<file path="config.mk">
export PLATFORM = sky130hd
export DESIGN_NAME = memFrontEnd
export DESIGN_NICKNAME = d
export VERILOG_FILES = /design/src/rtl/memFrontEndPkg.sv /design/src/rtl/feCtl.sv /design/src/rtl/feData.sv /design/src/rtl/memFrontEnd.sv
export SDC_FILE = /design/constraint.sdc
export NUM_CORES = 2
export LEC_CHECK = 0
export ABC_AREA = 1
export BUFFER_PORTS_ARGS = -buffer_cell sky130_fd_sc_hd__buf_2
export CAP_MARGIN = 15
export CORE_AREA = 2 2 318 320
export DETAILED_ROUTE_END_ITERATION = 10
export DIE_AREA = 0 0 320 322
export PLACE_DENSITY = 0.66
export SLEW_MARGIN = 0
export SYNTH_ARGS = -nofsm -noshare
export SYNTH_HDL_FRONTEND = slang
export SYNTH_SLANG_ARGS = --single-unit
</file>
<file path="constraint.sdc">
create_clock -name clk -period 2.6 [get_ports clk]
set_input_delay 0.52 -clock clk [delete_from_list [all_inputs] [get_ports clk]]
set_output_delay 0.52 -clock clk [all_outputs]
set_load 0.01 [all_outputs]
</file>
<file path="src/rtl/memFrontEndPkg.sv">
package memFrontEndPkg;
  localparam int DATA_W = 16;
  localparam int LANES  = DATA_W / 8;

  typedef struct packed {
    logic capture;    // collect a pending SRAM write this cycle
    logic commit;     // write the pending word into the array
    logic sramRead;   // legal in-range SRAM read
    logic flashRead;  // legal flash read
    logic laneHi;     // upper byte requested
    logic laneLo;     // lower byte requested
  } feStrobe_t;
endpackage

</file>
<file path="src/rtl/feCtl.sv">
module feCtl
  import memFrontEndPkg::*;
#(
  parameter int ADDR_W     = 18,
  parameter int SRAM_WORDS = 64
) (
  input  logic              clk,
  input  logic              rstN,
  input  logic [ADDR_W-1:0] addr,
  input  logic              sramEnN,
  input  logic              flashEnN,
  input  logic              oeN,
  input  logic              weN,
  input  logic              ubN,
  input  logic              lbN,
  output feStrobe_t         stb,
  output logic              illegal,
  output logic              illegalSticky,
  output logic              standby,
  output logic              flashRdReq,
  output logic              flashWrReq
);
  localparam logic [ADDR_W-1:0] SRAM_LIMIT = ADDR_W'(SRAM_WORDS);

  logic bothLow, bothHigh, sramSel, flashSel, inRange;
  logic captureNow, flashWrNow, wrActQ;

  always_comb begin
    bothLow    = !sramEnN && !flashEnN;
    bothHigh   = sramEnN && flashEnN;
    sramSel    = !sramEnN && flashEnN;
    flashSel   = !flashEnN && sramEnN;
    inRange    = addr < SRAM_LIMIT;
    captureNow = sramSel && !weN && inRange;
    flashWrNow = flashSel && !weN && oeN;

    stb.capture   = captureNow;
    stb.commit    = wrActQ && !captureNow;
    stb.sramRead  = sramSel && !oeN && weN && inRange;
    stb.flashRead = flashSel && !oeN && weN;
    stb.laneHi    = !ubN;
    stb.laneLo    = !lbN;
  end

  always_ff @(posedge clk or negedge rstN) begin
    if (!rstN) begin
      wrActQ        <= 1'b0;
      illegal       <= 1'b0;
      illegalSticky <= 1'b0;
      standby       <= 1'b1;
      flashRdReq    <= 1'b0;
      flashWrReq    <= 1'b0;
    end else begin
      wrActQ        <= captureNow;
      illegal       <= bothLow;
      illegalSticky <= illegalSticky | bothLow;
      standby       <= bothHigh;
      flashRdReq    <= stb.flashRead;
      flashWrReq    <= flashWrNow;
    end
  end
endmodule

</file>
<file path="src/rtl/feData.sv">
module feData
  import memFrontEndPkg::*;
#(
  parameter int SRAM_WORDS = 64,
  parameter int SRAM_AW    = $clog2(SRAM_WORDS)
) (
  input  logic               clk,
  input  logic               rstN,
  input  feStrobe_t          stb,
  input  logic [SRAM_AW-1:0] sramAddr,
  input  logic [DATA_W-1:0]  wrData,
  input  logic [DATA_W-1:0]  flashRdData,
  output logic [DATA_W-1:0]  rdData,
  output logic [LANES-1:0]   busOe
);
  logic [DATA_W-1:0]  mem [SRAM_WORDS];
  logic [SRAM_AW-1:0] pendAddr;
  logic [DATA_W-1:0]  pendData;
  logic [LANES-1:0]   pendLanes;

  logic [LANES-1:0]   reqLanes;
  logic [DATA_W-1:0]  storedWord, viewWord, sramWord;
  logic               hitPend;

  assign reqLanes   = {stb.laneHi, stb.laneLo};
  assign storedWord = mem[sramAddr];
  assign hitPend    = stb.commit && (pendAddr == sramAddr);

  for (genvar g = 0; g < LANES; g++) begin : gLane
    assign viewWord[g*8 +: 8] = (hitPend && pendLanes[g]) ? pendData[g*8 +: 8]
                                                          : storedWord[g*8 +: 8];
    assign sramWord[g*8 +: 8] = reqLanes[g] ? viewWord[g*8 +: 8] : 8'h00;
  end

  always_ff @(posedge clk or negedge rstN) begin
    if (!rstN) begin
      pendAddr  <= '0;
      pendData  <= '0;
      pendLanes <= '0;
    end else if (stb.capture) begin
      pendAddr  <= sramAddr;
      pendData  <= wrData;
      pendLanes <= reqLanes;
    end
  end

  always_ff @(posedge clk or negedge rstN) begin
    if (!rstN) begin
      for (int w = 0; w < SRAM_WORDS; w++) mem[w] <= '0;
    end else if (stb.commit) begin
      for (int l = 0; l < LANES; l++)
        if (pendLanes[l]) mem[pendAddr][l*8 +: 8] <= pendData[l*8 +: 8];
    end
  end

  always_ff @(posedge clk or negedge rstN) begin
    if (!rstN) begin
      rdData <= '0;
      busOe  <= '0;
    end else if (stb.sramRead) begin
      rdData <= sramWord;
      busOe  <= reqLanes;
    end else if (stb.flashRead) begin
      rdData <= flashRdData;
      busOe  <= '1;
    end else begin
      rdData <= '0;
      busOe  <= '0;
    end
  end
endmodule

</file>
<file path="src/rtl/memFrontEnd.sv">
module memFrontEnd
  import memFrontEndPkg::*;
#(
  parameter int ADDR_W     = 18,
  parameter int SRAM_WORDS = 64
) (
  input  logic              clk,
  input  logic              rstN,
  input  logic [ADDR_W-1:0] addr,
  input  logic [15:0]       wrData,
  input  logic              sramEnN,
  input  logic              flashEnN,
  input  logic              oeN,
  input  logic              weN,
  input  logic              ubN,
  input  logic              lbN,
  input  logic [15:0]       flashRdData,
  output logic [15:0]       rdData,
  output logic [1:0]        busOe,
  output logic [ADDR_W-1:0] flashAddr,
  output logic [15:0]       flashWrData,
  output logic              flashRdReq,
  output logic              flashWrReq,
  output logic              illegal,
  output logic              illegalSticky,
  output logic              standby
);
  localparam int SRAM_AW = $clog2(SRAM_WORDS);

  feStrobe_t stb;

  assign flashAddr   = addr;
  assign flashWrData = wrData;

  feCtl #(.ADDR_W(ADDR_W), .SRAM_WORDS(SRAM_WORDS)) u_ctl (
    .clk(clk), .rstN(rstN), .addr(addr),
    .sramEnN(sramEnN), .flashEnN(flashEnN), .oeN(oeN), .weN(weN),
    .ubN(ubN), .lbN(lbN), .stb(stb),
    .illegal(illegal), .illegalSticky(illegalSticky), .standby(standby),
    .flashRdReq(flashRdReq), .flashWrReq(flashWrReq)
  );

  feData #(.SRAM_WORDS(SRAM_WORDS), .SRAM_AW(SRAM_AW)) u_data (
    .clk(clk), .rstN(rstN), .stb(stb),
    .sramAddr(addr[SRAM_AW-1:0]), .wrData(wrData), .flashRdData(flashRdData),
    .rdData(rdData), .busOe(busOe)
  );
endmodule

</file>
After elaboration in Yosys (flattened, before gate mapping)
Cells that the tools add are included.
{"block": "totals", "register_bits": 1072, "latchBits": 0, "ramBits": 0, "mem_bits_ro": 0, "inputBits": 58, "out_inout_bits": 57, "elab_cells": 128, "n_memories": 0}
{"block": "classes", "addsub": 0, "n_mul": 0, "n_div": 0, "magnitude_cmp": 4, "eq_ne": 1, "shift": 0, "muxes": 20, "bitwise_logic": 3, "reduce_logical": 25}
{"op": "1024-bit two-way mux", "count": 3}
{"op": "1024-bit bitwise mux", "count": 2}
{"op": "16-bit demux with 6-bit select", "count": 2}
{"op": "16-bit binary-select mux with 6-bit select", "count": 1}
{"op": "16-bit two-way mux", "count": 5}
{"op": "8-bit two-way mux", "count": 5}
{"op": "1-bit logical AND", "count": 18}
{"op": "18-bit by 7-bit less-than comparator with 1-bit output, second input constant", "count": 1}
{"op": "7-bit greater-or-equal comparator, second input constant", "count": 2}
{"op": "6-bit inverter with 7-bit output", "count": 2}
{"op": "1-bit zero test", "count": 7}
{"op": "7-bit by 1-bit less-than comparator with 1-bit output, second input constant", "count": 1}
{"op": "6-bit equality test", "count": 1}
{"op": "2-bit two-way mux", "count": 2}
{"op": "1-bit bitwise OR", "count": 1}

Longest topological paths before layout
{"block": "depth", "word_depth": 11, "depth_mapped": 14, "depth_no_buf": 11}

By module
Synthesis repeated with hierarchy kept, for this count alone.
{"block": "unflattened", "hier_cells": 6217, "area_unflattened_um2": 49069.6}
{"mod": "feData", "instances": 1, "cells_each": 6147, "area_per_inst_um2": 48521.5, "seq_area_each_um2": 26675.6}
{"mod": "feCtl", "instances": 1, "cells_each": 36, "area_per_inst_um2": 292.8, "seq_area_each_um2": 151.4}
{"mod": "memFrontEnd", "instances": 1, "cells_each": 34, "area_per_inst_um2": 255.2, "seq_area_each_um2": 0.0}

Worst setup path before layout
No wires, ideal clock.
{"block": "synth_path", "kind": "input to register", "start": "in addr[9]", "end": "reg u_data.mem[145] (netlist name)", "setup_ns": 0.133, "arrival_time_ns": 1.810, "required_time_ns": 2.467, "slack_ns": 0.657, "stages": 10, "n_path_buf": 3, "cell_sequence": "or2_1 nor3_4 nand3_4 nand2_2 nor2_4 buf_6 buf_8 nand2_4 buf_6 o21ai_0"}
{"block": "synth_via", "elab_chain_cells": 4}
{"item": "start: declaration", "line_no": "memFrontEnd.sv:9", "rtl": "input logic [ADDR_W-1:0] addr,"}
{"item": "18-bit by 7-bit less-than comparator with 1-bit output", "line_no": "feCtl.sv:33", "rtl": "inRange = addr < SRAM_LIMIT;"}
{"item": "1-bit logical AND", "line_no": "feCtl.sv:34", "rtl": "captureNow = sramSel && !weN && inRange;"}
{"item": "1-bit zero test", "line_no": "feCtl.sv:38", "rtl": "stb.commit = wrActQ && !captureNow;"}
{"item": "1-bit logical AND", "line_no": "feCtl.sv:38"}
{"item": "end signal: indexed assignment", "line_no": "feData.sv:52", "rtl": "if (pendLanes[l]) mem[pendAddr][l*8 +: 8] <= pendData[l*8 +: 8];"}
{"item": "end: declaration", "line_no": "feData.sv:16", "rtl": "logic [DATA_W-1:0] mem [SRAM_WORDS];"}
No other way between the ends.
A chain may end at the register's enable or synchronous reset.

Worst setup path in the final report
{"block": "layout_path", "start": "reg u_data.pendAddr[2]", "end": "reg u_data.mem[41] (netlist name)"}
{"block": "layout_via", "elab_chain_cells": 7, "word_cells_on_any_way": 12, "cone_classes": "order compare: 2; mux: 8; bitwise: 1; reduce/logical: 1"}
{"item": "start: declaration", "line_no": "feData.sv:17", "rtl": "logic [SRAM_AW-1:0] pendAddr;"}
{"item": "start signal: assignment", "line_no": "feData.sv:41", "rtl": "pendAddr <= sramAddr;"}
{"item": "6-bit inverter with 7-bit output (not written as such) (*)", "line_no": "feData.sv:52"}
{"item": "7-bit greater-or-equal comparator (not written as such) (tied with other cells)", "line_no": "feData.sv:52"}
{"item": "1-bit logical AND (not written as such) or 1024-bit bitwise mux (tied branches)", "line_no": "feData.sv:52"}
{"item": "16-bit two-way mux (not written as such) or 1024-bit two-way mux (tied branches)", "line_no": "feData.sv:52"}
{"item": "16-bit demux with 6-bit select or 1024-bit two-way mux (tied branches)", "line_no": "feData.sv:52, feData.sv:50"}
{"item": "1024-bit bitwise mux", "line_no": "feData.sv:52"}
{"item": "1024-bit two-way mux (*)", "line_no": "feData.sv:52"}
Every way passes the cells marked *; elsewhere a longest branch is shown, timed or not. The select of a mux whose other input is x is not followed.

==> metrics.md <==
| Metric | Value |
|---|---|
| Status | complete, no violations |
| Ports | 115 |
| Latest clock arrival within the worst-skew pair | 0.68 ns |
| Max Cap Viol | 0 |
| Yosys cell types | 32 |
| Initial antenna violation count | 1 |
| Worst-path clk slew | 0.06 ns |
| Postcts setup bufs | 0 |
| Crit-path max FO | 16 |
| Hold Vio Cnt, Final | 0 |
| Pins Over Slew Limit | 0 |
| DR WL/cell | 20.2 µm |
| Worst min path class | in -> reg |
| Fill cells | 9100 |
| Global route overflow | 0 |
| Synth top area cells | dfrtp_1 (54%), nand2_1 (17%), nand3_1 (10%), o21ai_0 (10%), buf_2 (2.0%) |
| # diodes | 0 |
| Syn nets | 6187 |
| Gpl congestion | 0.899 |
| Hold slack | 0.0315 ns |
| Final critical-path share of the clock period | ~92% |
| GRT Total Usage | 29.3% |
| Via density | between 5 and 6 |
| First-pass GRT wire length | 238 mm |
| Post-synthesis cell count | 6129 |
| Initial Utilization | 49.8% |
| Largest net degree at the start of global routing | 90 |
| Worst Skew | 0.0233 ns |
| Clock Sinks | 1072 |
| Seq/Total Area, Yosys | 54.1% |
| Vias | roughly 43k |
| Vias in the first global route | 40.4k |
| Crit start category | flop |
| Synth Warn # | 0 |
| Initial DRC count | approximately 4.5k |
| Post-Route WL | 151 mm |
| Chip Height | roughly 320 µm |
| CTS tree | done |
| Share of cells above drive strength 1 | 10.9% |
| DRC Markers | 0 |
| Fin crit period | around 2.4 ns |
| Site Rows | 116 |
| Seq cells post-synth | 1072 |
| Yosys top cell by area | dfrtp_1 |
| Die area | approximately 100000 µm² |
| Area grow syn2layout | 12.8% |
| Post-DRT Antenna Nets | 0 |
| Worst Path Arrival | 2.91 ns |
| RSZ-0062 raised after global routing | false |
| CTS root buf | clkbuf_16 |
| Worst Hold Depth | 3 |
| Port bufs | 114 |
| R2R depth | 7 |
| Leakage | 25.3 nW |
| Pre-CTS setup slack | -0.274 ns |
| Final setup violation count | 0 |
| Pwr/cell area | 647 nW/µm² |
| Dpl hpwl | roughly 96 mm |
| Worst endpoint required time | 3.12 ns |
| Worst-Margin Slew | 1.10 ns |
| Pwr Total | 36.2 mW |
| Fin nets | 6111 |
| Critical path endpoint category | flop |
| Max Buffers Root-to-Sink | 3 |
| Htree depth | 3 |
| Crit Path Class | reg -> reg |
| Slew headroom | around a quarter |
| Syn Std Cell Area | a little under 50000 µm² |
| Setup WS post-layout | 0.217 ns |
| DRT Pass-1 Iters | 5 |
| Core ar. | 99600 µm² |
| Synth top area share | 54.1% |
| Syn avg cell area | 8.09 µm² |
| F_max | 0.420 GHz |
| Num CTS Buffers | 112 |
| VDD IR max | approximately 0.0006 V |
| Die Wd | 320 µm |
[per-layer routing]
metal  vias up  share of wire, %  GRT usage [%]
met5         -            0.0086              0
met2      1599                45           45.3
met3       281               7.1           4.58
met4         2               3.2           9.46
met1     20800                44           42.3
li1      20000                 -              -
[flip-flops by register name (all words and copies together) (netlist names)]
name,flops
u_ctl.illegalSticky,1
u_data.mem,1024
u_ctl.wrActQ,1
u_data.busOe,2
u_ctl.standby,1
u_ctl.illegal,1
u_ctl.flashWrReq,1
u_data.pendAddr,6
u_data.pendLanes,2
u_data.rdData,16
u_data.pendData,16
u_ctl.flashRdReq,1
[synth_stat cells (all sizes together)]
master / count
nor2: 74
nand4: 3
buf: 297
nor4: 2
dfrtp: 1071
xor2: 2
or2: 2
nand2: 2264
dfstp: 1
nor3: 25
clkinv: 1
nand3: 1033
inv: 60
nand2b: 1
clkbuf: 226
o21ai: 1057
a21oi: 10
[critical path, cell delays in order, from the launching register on]
cell and delay [ns]:
dfrtp_1 0.49, inv_1 0.14, nor3_1 0.28, nand2_1 0.24
nor2_1 0.48, nand2_2 0.36, nand2_1 0.13, o21ai_0 0.10
[kinds of logic after synthesis]
family / after synthesis / synth area share [%]
simple gates: 3404 / 29.5
flops: 1072 / 54.1
buf+inv: 584 / 5.54
xor+xnor: 2 / 0.0353
compound gates: 1067 / 10.8
[cell usage in the layout, fill, tap and decap left out, types with 5 or more instances in the layout]
cell type	n
buf_4	142
buf_12	75
clkbuf_16	116
nor2_2	5
nand3_1	997
nand3_4	11
nand3_2	25
nand2_1	2208
nand2_4	10
clkbuf_8	31
nand2_2	46
inv_2	31
o21ai_1	64
nor3_2	8
buf_2	110
o21ai_0	993
dfrtp_1	1070
inv_1	25
nor3_1	16
bufinv_16	16
clkbuf_1	16
clkinv_2	26
nor2_1	69
a21oi_1	10
[layout make-up]
cell class              instances  area (µm²)  area share, %
flip-flops and latches       1072       26800           48.0
multi-input cells            4474       20000           35.8
clock buffers                 163        3390           6.06
repair buffers                332        3180           5.69
well taps                    1298        1620           2.90
clock inverters                45         646           1.15
inverters                      61         248          0.443
[stage by stage]
step	setup TNS [ns]	utilization [%]	cell area (µm²)	cells
finish	0	56.2	55900	7445
detailed placement	-29.44	52.1	51900	7234
floorplan	0	-	49600	6129
global placement	-29.94	52.1	51900	7234
CTS	0	56.2	55900	7444
global route	0	56.2	55900	7445
[power breakdown]
group | switching (mW) | internal, mW
Combinational | 1.50 | 0.592
Clock | 6.81 | 10.6
Sequential | 0.00225 | 16.7
Total | 8.31 | 27.9
[worst paths after layout]
path | startpoint | endpoint | slack [ns]
hold reg to reg | u_ctl.illegalSticky | u_ctl.illegalSticky | 0.48
setup reg to reg | u_data.pendAddr[2] | u_data.mem[41] | 0.22
min in group asynchronous | rstN | u_data.mem[757] | 0.35
hold / removal | flashRdData[12] | u_data.rdData[12] | 0.03
max in group asynchronous | rstN | u_data.mem[435] | 1.22
setup / recovery | u_data.pendAddr[2] | u_data.mem[41] | 0.22
[repair_timing]
action / in CTS / in global routing
gates resized for setup: 0 / 0
endpoints found under the hold margin: 25 / 0
hold buffers: 2 / 0
endpoints found under the setup margin: 0 / 112
(Power assumes the default switching activity.)
